`src/rtl/sbr_pkg.sv`:
```
package sbr_pkg;
  typedef enum logic [1:0] {
    S_IDLE = 2'd0,
    S_REQ  = 2'd1,
    S_WAIT = 2'd2,
    S_RESP = 2'd3
  } sbr_state_t;

  localparam int unsigned FULL_BYTES = 8;
  localparam int unsigned ST_DONE_BIT = 0;
  localparam int unsigned ST_FAIL_BIT = 1;
endpackage

```
`src/rtl/sbr_xlate.sv`:
```
module sbr_xlate #(
  parameter int unsigned HA_W   = 50,
  parameter int unsigned WIN_LG = 35,
  parameter int unsigned CID_W  = 4,
  parameter int unsigned RA_W   = 32,
  parameter logic [63:0] BASE   = 64'h0003_FC00_0000_0000
) (
  input  logic [HA_W-1:0]  addr,
  input  logic [CID_W-1:0] chip_id,
  input  logic             gen_b,
  output logic             in_win,
  output logic [RA_W-1:0]  reg_addr
);
  localparam int unsigned HI_W = HA_W - WIN_LG;
  localparam logic [HI_W-1:0] BASE_BLK = BASE[HA_W-1:WIN_LG];

  logic [HI_W-1:0]   blk;
  logic [WIN_LG-1:0] off;
  logic [RA_W-1:0]   ra_inter;
  logic [RA_W-1:0]   ra_linear;
  logic              unused_bits;

  assign blk    = BASE_BLK + HI_W'(chip_id);
  assign in_win = (addr[HA_W-1:WIN_LG] == blk);
  assign off    = addr[WIN_LG-1:0];

  // interleaved: upper offset moves down four, bits 6:3 fill the low nibble
  assign ra_inter  = RA_W'({off[WIN_LG-1:8], off[6:3]});
  assign ra_linear = RA_W'(off[WIN_LG-1:3]);
  assign reg_addr  = gen_b ? ra_linear : ra_inter;

  assign unused_bits = ^{off[7], off[2:0]};
endmodule

```
`src/rtl/sbr_local.sv`:
```
module sbr_local #(
  parameter int unsigned RA_W  = 32,
  parameter logic [63:0] IDENT = 64'h5A3C_0F12_7700_0001
) (
  input  logic [RA_W-1:0] reg_addr,
  input  logic            wr,
  output logic            hit,
  output logic [63:0]     rdata
);
  localparam logic [RA_W-1:0] A_IDENT = RA_W'(32'h000F_000F);
  localparam logic [RA_W-1:0] A_FIR   = RA_W'(32'h0101_0C00);
  localparam logic [RA_W-1:0] A_UNIT  = RA_W'(32'h0202_0000);
  localparam logic [RA_W-1:0] A_BRG   = RA_W'(32'h0201_3F00);

  logic is_ident, fir_rd, fir_wr, unit_hit, brg_hit;

  assign is_ident = (reg_addr == A_IDENT);
  assign fir_rd   = (reg_addr == A_FIR) || (reg_addr == A_FIR + RA_W'(3));
  assign fir_wr   = (reg_addr >= A_FIR) && (reg_addr <= A_FIR + RA_W'(5));
  assign unit_hit = (reg_addr == A_UNIT + RA_W'(7)) ||
                    (reg_addr == A_UNIT + RA_W'(9)) ||
                    (reg_addr == A_UNIT + RA_W'(15));
  assign brg_hit  = (reg_addr >= A_BRG) && (reg_addr <= A_BRG + RA_W'(7));

  always_comb begin
    if (wr) begin
      hit = is_ident || fir_wr || unit_hit;
    end else begin
      hit = is_ident || fir_rd || unit_hit || brg_hit;
    end
    rdata = (is_ident && !wr) ? IDENT : 64'd0;
  end
endmodule

```
`src/rtl/sbr_status.sv`:
```
module sbr_status (
  input  logic       clk,
  input  logic       rst,
  input  logic       set_done,
  input  logic       set_fail,
  input  logic [1:0] clr,
  output logic       st_done,
  output logic       st_fail
);
  always_ff @(posedge clk) begin
    if (rst) begin
      st_done <= 1'b0;
      st_fail <= 1'b0;
    end else begin
      st_done <= set_done | (st_done & ~clr[sbr_pkg::ST_DONE_BIT]);
      st_fail <= set_fail | (st_fail & ~clr[sbr_pkg::ST_FAIL_BIT]);
    end
  end

  p_sticky_done_r9: assert property (@(posedge clk) disable iff (rst)
    (st_done && !clr[0]) |=> st_done);
  p_sticky_fail_r9: assert property (@(posedge clk) disable iff (rst)
    (st_fail && !clr[1]) |=> st_fail);
  p_set_wins_r9: assert property (@(posedge clk) disable iff (rst)
    set_done |=> st_done);
endmodule

```
`src/rtl/sbr_bridge.sv`:
```
module sbr_bridge #(
  parameter int unsigned HA_W   = 50,
  parameter int unsigned WIN_LG = 35,
  parameter int unsigned CID_W  = 4,
  parameter int unsigned RA_W   = 32,
  parameter logic [63:0] BASE   = 64'h0003_FC00_0000_0000,
  parameter logic [63:0] IDENT  = 64'h5A3C_0F12_7700_0001
) (
  input  logic             clk,
  input  logic             rst,
  input  logic             strap_gen_b,
  input  logic [CID_W-1:0] strap_chip_id,
  input  logic             h_valid,
  output logic             h_ready,
  input  logic             h_write,
  input  logic [HA_W-1:0]  h_addr,
  input  logic [3:0]       h_bytes,
  input  logic [63:0]      h_wdata,
  output logic [63:0]      h_rdata,
  output logic             d_req_valid,
  input  logic             d_req_ready,
  output logic             d_req_write,
  output logic [RA_W-1:0]  d_req_addr,
  output logic [63:0]      d_req_wdata,
  input  logic             d_rsp_valid,
  input  logic [63:0]      d_rsp_rdata,
  input  logic             d_rsp_err,
  input  logic [1:0]       st_clr,
  output logic             st_done,
  output logic             st_fail
);
  import sbr_pkg::*;

  sbr_state_t      state;
  logic            in_win;
  logic [RA_W-1:0] reg_addr;
  logic            loc_hit;
  logic [63:0]     loc_rdata;
  logic            bad_size;
  logic            take;
  logic            set_done, set_fail;

  sbr_xlate #(.HA_W(HA_W), .WIN_LG(WIN_LG), .CID_W(CID_W), .RA_W(RA_W), .BASE(BASE)) u_xlate (
    .addr(h_addr), .chip_id(strap_chip_id), .gen_b(strap_gen_b),
    .in_win(in_win), .reg_addr(reg_addr)
  );

  sbr_local #(.RA_W(RA_W), .IDENT(IDENT)) u_local (
    .reg_addr(reg_addr), .wr(h_write), .hit(loc_hit), .rdata(loc_rdata)
  );

  assign bad_size = (h_bytes != 4'(FULL_BYTES));
  assign take     = (state == S_IDLE) && h_valid && in_win;

  always_comb begin
    set_done = (take && (bad_size || loc_hit)) || (state == S_WAIT && d_rsp_valid);
    set_fail = (take && bad_size) || (state == S_WAIT && d_rsp_valid && d_rsp_err);
  end

  always_ff @(posedge clk) begin
    if (rst) begin
      state       <= S_IDLE;
      h_ready     <= 1'b0;
      h_rdata     <= '0;
      d_req_valid <= 1'b0;
      d_req_write <= 1'b0;
      d_req_addr  <= '0;
      d_req_wdata <= '0;
    end else begin
      h_ready <= 1'b0;
      case (state)
        S_IDLE: begin
          if (take) begin
            if (bad_size) begin
              h_ready <= 1'b1;
              h_rdata <= '0;
              state   <= S_RESP;
            end else if (loc_hit) begin
              h_ready <= 1'b1;
              h_rdata <= loc_rdata;
              state   <= S_RESP;
            end else begin
              d_req_valid <= 1'b1;
              d_req_write <= h_write;
              d_req_addr  <= reg_addr;
              d_req_wdata <= h_wdata;
              state       <= S_REQ;
            end
          end
        end
        S_REQ: begin
          if (d_req_ready) begin
            d_req_valid <= 1'b0;
            state       <= S_WAIT;
          end
        end
        S_WAIT: begin
          if (d_rsp_valid) begin
            h_ready <= 1'b1;
            h_rdata <= (d_rsp_err || d_req_write) ? 64'd0 : d_rsp_rdata;
            state   <= S_RESP;
          end
        end
        default: state <= S_IDLE;
      endcase
    end
  end

  sbr_status u_status (
    .clk(clk), .rst(rst), .set_done(set_done), .set_fail(set_fail),
    .clr(st_clr), .st_done(st_done), .st_fail(st_fail)
  );

  p_outside_r1: assert property (@(posedge clk) disable iff (rst)
    (state == S_IDLE && h_valid && !in_win) |=> (!h_ready && !d_req_valid));
  p_short_r10: assert property (@(posedge clk) disable iff (rst)
    (take && bad_size) |=> (h_ready && h_rdata == 64'd0 && !d_req_valid && st_fail));
  p_err_zero_r8: assert property (@(posedge clk) disable iff (rst)
    (state == S_WAIT && d_rsp_valid && d_rsp_err) |=> (h_ready && h_rdata == 64'd0 && st_fail && st_done));
  p_req_hold_r11: assert property (@(posedge clk) disable iff (rst)
    (d_req_valid && !d_req_ready) |=> (d_req_valid && $stable(d_req_addr) && $stable(d_req_wdata)));
  p_busy_quiet_r11: assert property (@(posedge clk) disable iff (rst)
    d_req_valid |-> !h_ready);
  p_ack_pulse_r7: assert property (@(posedge clk) disable iff (rst)
    h_ready |=> !h_ready);
endmodule

```
`config.mk`:
```
export PLATFORM = sky130hd
export DESIGN_NAME = sbr_bridge
export DESIGN_NICKNAME = d
export VERILOG_FILES = /design/src/rtl/sbr_pkg.sv /design/src/rtl/sbr_xlate.sv /design/src/rtl/sbr_local.sv /design/src/rtl/sbr_status.sv /design/src/rtl/sbr_bridge.sv
export SDC_FILE = /design/constraint.sdc
export NUM_CORES = 1
export LEC_CHECK = 0
export BUFFER_PORTS_ARGS = -buffer_cell sky130_fd_sc_hd__buf_2
export CAP_MARGIN = 25
export CELL_PAD_IN_SITES_DETAIL_PLACEMENT = 1
export CELL_PAD_IN_SITES_GLOBAL_PLACEMENT = 1
export CORE_MARGIN = 1
export CORE_UTILIZATION = 33
export DETAILED_ROUTE_END_ITERATION = 8
export PLACE_DENSITY_LB_ADDON = 0.1
export SKIP_CTS_REPAIR_TIMING = 1
export SLEW_MARGIN = 20
export SYNTH_ARGS = -nofsm -noshare
export SYNTH_HDL_FRONTEND = slang
export SYNTH_SLANG_ARGS = --single-unit
```
`constraint.sdc`:
```
create_clock -name clk -period 3.27 [get_ports clk]
set_input_delay 0.4905 -clock clk [delete_from_list [all_inputs] [get_ports clk]]
set_output_delay 0.4905 -clock clk [all_outputs]
set_load 0.1 [all_outputs]
```
[Word-level counts from Yosys, hierarchy flattened]
Cells that the tools add are included.
Cells by class
  multiply operators: 0
  divide/modulo/power cells: 0
  $add $sub $neg: 1
  reduce and logical (&&, ||, !) cells: 29
  shift operators: 0
  bitwise logic cells: 8
  multiplexer cells: 25
  order comparisons: 4
  eq/ne operators: 16
Operator list (number)
  64-bit 2-to-1 mux: 5
  64-bit one-hot mux with 2 select lines: 1
  32-bit by 26-bit == test with 1-bit output (second input constant): 3
  32-bit by 25-bit == test with 1-bit output (second input constant): 2
  63-bit 2-to-1 mux: 1
  32-bit by 20-bit == test with 1-bit output (second input constant): 1
  32-bit by 25-bit >= comparator with 1-bit output (second input constant): 1
  32-bit by 26-bit >= comparator with 1-bit output (second input constant): 1
  32-bit by 25-bit <= comparator with 1-bit output (second input constant): 1
  32-bit by 26-bit <= comparator with 1-bit output (second input constant): 1
  32-bit 2-to-1 mux: 1
  15-bit == test: 1
  1-bit logical OR: 12
  2-bit 2-to-1 mux: 5
  2-bit != test (second input constant): 5
  8-bit by 5-bit adder with 9-bit output (first input constant): 1
  1-bit logical AND: 9
  1-bit 2-to-1 mux: 9
  4-bit AND reduction: 2
  2-bit one-hot mux with 3 select lines: 1
  5-bit AND reduction: 1
  4-bit != test (second input constant): 1
  1-bit NOT: 4
  1-bit one-hot mux with 2 select lines: 2
  9 further kinds: 12
Storage, ports and cells
  flip-flop bits (word level): 167
  bits of input ports: 196
  bits in read-only memories: 0
  latch bits: 0
  RAM bits: 0
  memories: 0
  logic and storage cells: 92

[Depth between registers and ports, before layout]
  depth after elaboration: 11
  depth in mapped cells: 13
  mapped depth without buffers: 10

[By module]
Synthesis repeated with hierarchy kept, for this count alone.
Unflattened totals
  cells, all modules: 907
  area, all modules: 7437.1 µm²
Modules (own cells, without submodules)
  sbr_bridge: area an instance 6231.0 µm², instances 1, cells each 755
  sbr_local: area an instance 693.2 µm², instances 1, cells each 100
  sbr_xlate: area an instance 442.9 µm², instances 1, cells each 44
  sbr_status: area an instance 70.1 µm², instances 1, cells each 8

[Worst setup path after synthesis]
OpenSTA, ideal clock, no wires.
  path type: input-to-reg
  start point: input strap_gen_b
  end point: register h_rdata[34]
  data required time: 3.200 ns
  arrival time: 2.686 ns
  path slack: 0.513 ns
  cell stages on the path: 11
  setup time: 0.070 ns
  cells stage by stage: buf_2 mux2_4 or3_1 nor4_2 o211ai_1 a211oi_2 nor3b_2 buf_6 buf_6 or3_1 a21oi_1
Between the ends
  longest elaborated chain between the ends: 9
RTL lines
  start: declaration: line sbr_bridge.sv:11  | input logic strap_gen_b,
  32-bit 2-to-1 mux (*): line sbr_xlate.sv:30  | assign reg_addr = gen_b ? ra_linear : ra_inter;
  branches (longest 5 deep; another with 32-bit by 25-bit >= comparator with 1-bit output)
  1-bit 2-to-1 mux (*): line sbr_local.sv:26  | if (wr) begin
  3-bit != test (no line) (*)
  4-bit AND reduction (no line) (*)
  end signal: assignment: line sbr_bridge.sv:80  | h_rdata <= loc_rdata;
  end signal: assignment: line sbr_bridge.sv:100  | h_rdata <= (d_rsp_err || d_req_write) ? 64'd0 : d_rsp_rdata;
  end: declaration: line sbr_bridge.sv:19  | output logic [63:0] h_rdata,
Every way passes the cells marked *.
A chain may end at the register's enable or synchronous reset.

[Worst setup path in the final report]
  start point: register state[0]
  end point: register h_rdata[56]
Between the ends
  longest elaborated chain between the ends: 5
RTL lines
  start: declaration: line sbr_bridge.sv:34  | sbr_state_t state;
  start signal: assignment: line sbr_bridge.sv:62  | state <= S_IDLE;
  start signal: assignment: line sbr_bridge.sv:77  | state <= S_RESP;
  start signal: assignment: line sbr_bridge.sv:81  | state <= S_RESP;
  2-bit logical NOT: line sbr_bridge.sv:53, sbr_bridge.sv:71
  1-bit logical AND (2 in a row): line sbr_bridge.sv:53  | assign take = (state == S_IDLE) && h_valid && in_win;
  2-bit != test (no line)
  4-bit AND reduction (no line)
Parallel ways exist; a longest one is shown, timed or not.

==> flow_summary.toml <==
[place]
place_ws_ns = 0.103
place_inst = 1403
dpl.hpwl_um = 18500
port_buffers = 357
routabilityCongestion = 0.778

[detailed_routing]
routed_wl_um = 24900
vias = 7142
drt_iter0_markers = 203
drtPass1Iterations = 4
ant_nets = 0
drc = 0
wl_per_cell_um = 17.3
detail_route.vias_per_cell = 4.96

[critical_path]
end_kind = "flop"
cp_cell_sequence = "inv_1 -> ha_1 -> nand2_1 -> nor3_1 -> nand3_1 -> o21ai_0 -> o21ai_4 -> buf_4 -> or3_1 -> a21oi_1"
worst-r2r-setup-slack_ns = 0.52
slowest_delay_ns = 0.43
cp.buffers_inverters = 2
critical_path.endpoint = "h_rdata[56]"
worstSetupPathDepth = 10
cp-startpoint = "state[0]"
worstSetupPathType = "reg2reg"
reg2reg_depth = 10
critPathTopFamily = "simple AND/OR/NAND/NOR gates"
start_kind = "flop"
path_max_fanout = 85
cp_slowest_cell = "or3_1"
required_ns = 3.62
reg2reg_to = "h_rdata[56]"
cp.arrival_ns = 3.10
r2r_start = "state[0]"

[logic_synthesis]
synthSimpleGateAreaFrac = 0.185
synthXorXnorAreaFrac = 0.00608
syn_area_per_cell_um2 = 8.83
syn-cell-area_um2 = 7200
synthesis.nets = 1016
synth_fa_ha_area_frac = 0.00695
yosysTopAreaCellShare = 0.464
ys_warn_count = 0
synthArstFlopShare = 0
yosys.area.top_type = "dfxtp_1"
syn_inst = 816
synth-compound-area-share = 0.144
synth_seq_cells = 167
yosysSeqAreaShare = 0.464
synth_cell_types = 46
synth_edf_count = 0
synth_area_leaders = "dfxtp_1 46%, mux2i_1 13%, nor2_1 5.8%, or3_1 3.9%, a21oi_1 3.7%"
synth_top_family_by_area = "simple AND/OR/NAND/NOR gates"
synthFlopType = "dfxtp_1"
muxShareOfSynthArea = 0.133

[global_route]
grt_overflow = 0
antenna_found_initial = 9
grt_pass1_wl_um = 37800
grt_util_all_layers = 0.219
grt_max_degree = 97
grt_pass1_vias = 7013

[sta]
whs_ns = 0.292
finalHoldViolCount = 0
finClkSkew_ns = 0.0163
max_slew_margin = 0.483
slew_violations = 0
period_needed_ns = 2.75
final-setup-viol-count = 0
rsz0062_at_grt = "false"
fin_tns_setup_ns = 0
worst_slew_pin_slew_ns = 0.775
finalCritPeriodShare = 0.842
fmax_mhz = 363
setup_slack_ns = 0.518

[worst_hold_path]
hold_class = "in2reg"

[floorplanning]
placementRows = 53
chipHeight_um = 150
dieArea_um2 = 22400
die_x_um = 150
start_util = 0.339
num_io_pins = 361
core-area_um2 = 21200

[final_layout]
synthToLayoutAreaGrowth_pct = 38.1
multi_input_area_um2 = 3450
n_fill_cell = 2593
fin_nets = 1347
ff_latch_area_um2 = 3340
drive_gt1_frac = 0.364
instances_no_fill = 1441

[power_and_ir_drop]
p_sw_frac = 0.326
p_int_mw = 3.45
seq_power_share = 0.414
peakVddDrop_mv = 0.294
power_density_nw_per_um2 = 515
p_leak_nw = 4.27
power.share.clock = 0.399
p_switching_mw = 1.67
combPwrFrac = 0.187

[run]
drv_cap = 0

[cts]
worstSkewPairLatency_ns = 0.43
cts_root_buf = "clkbuf_16"
clkTransAtPathRegs_ns = 0.07
cts_buffers = 17
cts_tree = "yes"
cts.path.max_buffers = 2
cts_sinks = 167
htree_levels = 4

[run_status]
status = "finished clean"
[state kept, by name, indices dropped and copies added (netlist names)]
| name | count |
|---|---|
| u_status.st_done | 1 |
| d_req_valid | 1 |
| h_ready | 1 |
| u_status.st_fail | 1 |
| h_rdata | 64 |
| d_req_wdata | 64 |
| state | 2 |
| d_req_addr | 32 |
| d_req_write | 1 |
[per-stage QoR]
step                      instance area (um^2)  utilization  total power, mW
final                                     9950        0.469             5.12
after CTS                                 9930        0.468             5.20
after global routing                      9950        0.469             5.34
after detailed placement                  9340        0.440             3.13
after floorplan                           7200            -             2.84
after global placement                    9340        0.440             3.12
[worst reg2reg max path: cells and delay by family (launching register included)]
family                     cells  cell delay (ns)
buffers and inverters          2             0.45
adders and majority gates      1             0.34
and+or+nand+nor                4             1.06
DFF                            1             0.33
AOI/OAI and AO/OA              3             0.52
[power by group through the flow]
stage                     sequential, mW  combinational (mW)  clock, mW
final                               2.12               0.956       2.04
after detailed placement            2.17               0.962          0
after CTS                           2.12               0.964       2.11
after global routing                2.13                1.02       2.19
after global placement              2.16               0.956          0
after floorplan                     2.55               0.290          0
[kinds of logic after synthesis]
kind of cell	count (synthesis)
XOR/XNOR	5
AND/OR/NAND/NOR	278
buffers and inverters	99
flip-flops	167
multiplexers	95
adder cells (fa/ha/maj)	4
AO/OA/AOI/OAI	168
[layout by cell type, fill, tap and decap left out, types with 4 or more instances in the layout]
cell type	n
nand4b_1	5
buf_2	356
inv_8	4
inv_6	5
nor2_1	111
nand2_1	69
ha_1	4
nor2b_1	5
o21ai_0	49
nor4_1	6
nor3_1	7
nand2b_1	4
clkbuf_16	17
xor2_1	4
a21oi_1	53
diode_2	6
buf_4	15
or3_1	45
a221oi_1	21
mux2i_1	94
a211oi_1	27
nor3b_1	5
dfxtp_1	167
buf_12	9
inv_1	30
[routing by layer]
metal  up-vias  GRT usage  wire (um)  share of wire
li1       3531          -          -              -
met1      3329      0.251      10300           0.41
met2       244      0.365      11800           0.48
met3        34     0.0826       2230          0.089
met4         4     0.0869        504          0.020
met5         -          0         26         0.0010
[cell usage after synthesis (2+ instances only)]
cell type and n:
dfxtp_1 167, nor2_1 111, mux2i_1 94, nand2_1 69, a21oi_1 53, o21ai_0 50, or3_1 45, clkbuf_1 43
inv_1 30, a211oi_1 27, a221oi_1 21, buf_2 17, nor3_1 8, buf_6 6, nor3b_1 6, nor4_1 6
nand4b_1 5, nor2b_1 5, ha_1 4, nand2b_1 4, xor2_1 4, a31oi_1 3, a32oi_1 3, buf_1 3
nand3b_1 3, nor4b_1 3, o211ai_1 3, a311oi_1 2, nand3_1 2, nand4_1 2, nor3b_2 2
[worst min-delay path by stage]
stage                           end  cells past startpoint  slack [ns]         from
CTS                 d_req_wdata[16]                      3        0.27  h_wdata[16]
global route        d_req_wdata[57]                      3        0.28  h_wdata[57]
finish              d_req_wdata[31]                      3        0.29  h_wdata[31]
global placement         h_rdata[0]                      2        0.45   h_rdata[0]
floorplan                  state[0]                      2        0.51     state[0]
detailed placement      h_rdata[52]                      2        0.46  h_rdata[52]
[cell type report]
class | instances | share of cell area
Antenna cell | 6 | 0.00151
Clock buffer | 18 | 0.0442
Clock inverter | 14 | 0.0157
Inverter | 30 | 0.0113
Multi-Input combinational cell | 550 | 0.347
Sequential cell | 167 | 0.336
Tap cell | 275 | 0.0346
Timing Repair Buffer | 381 | 0.210
Power figures use the tool's default switching activity.
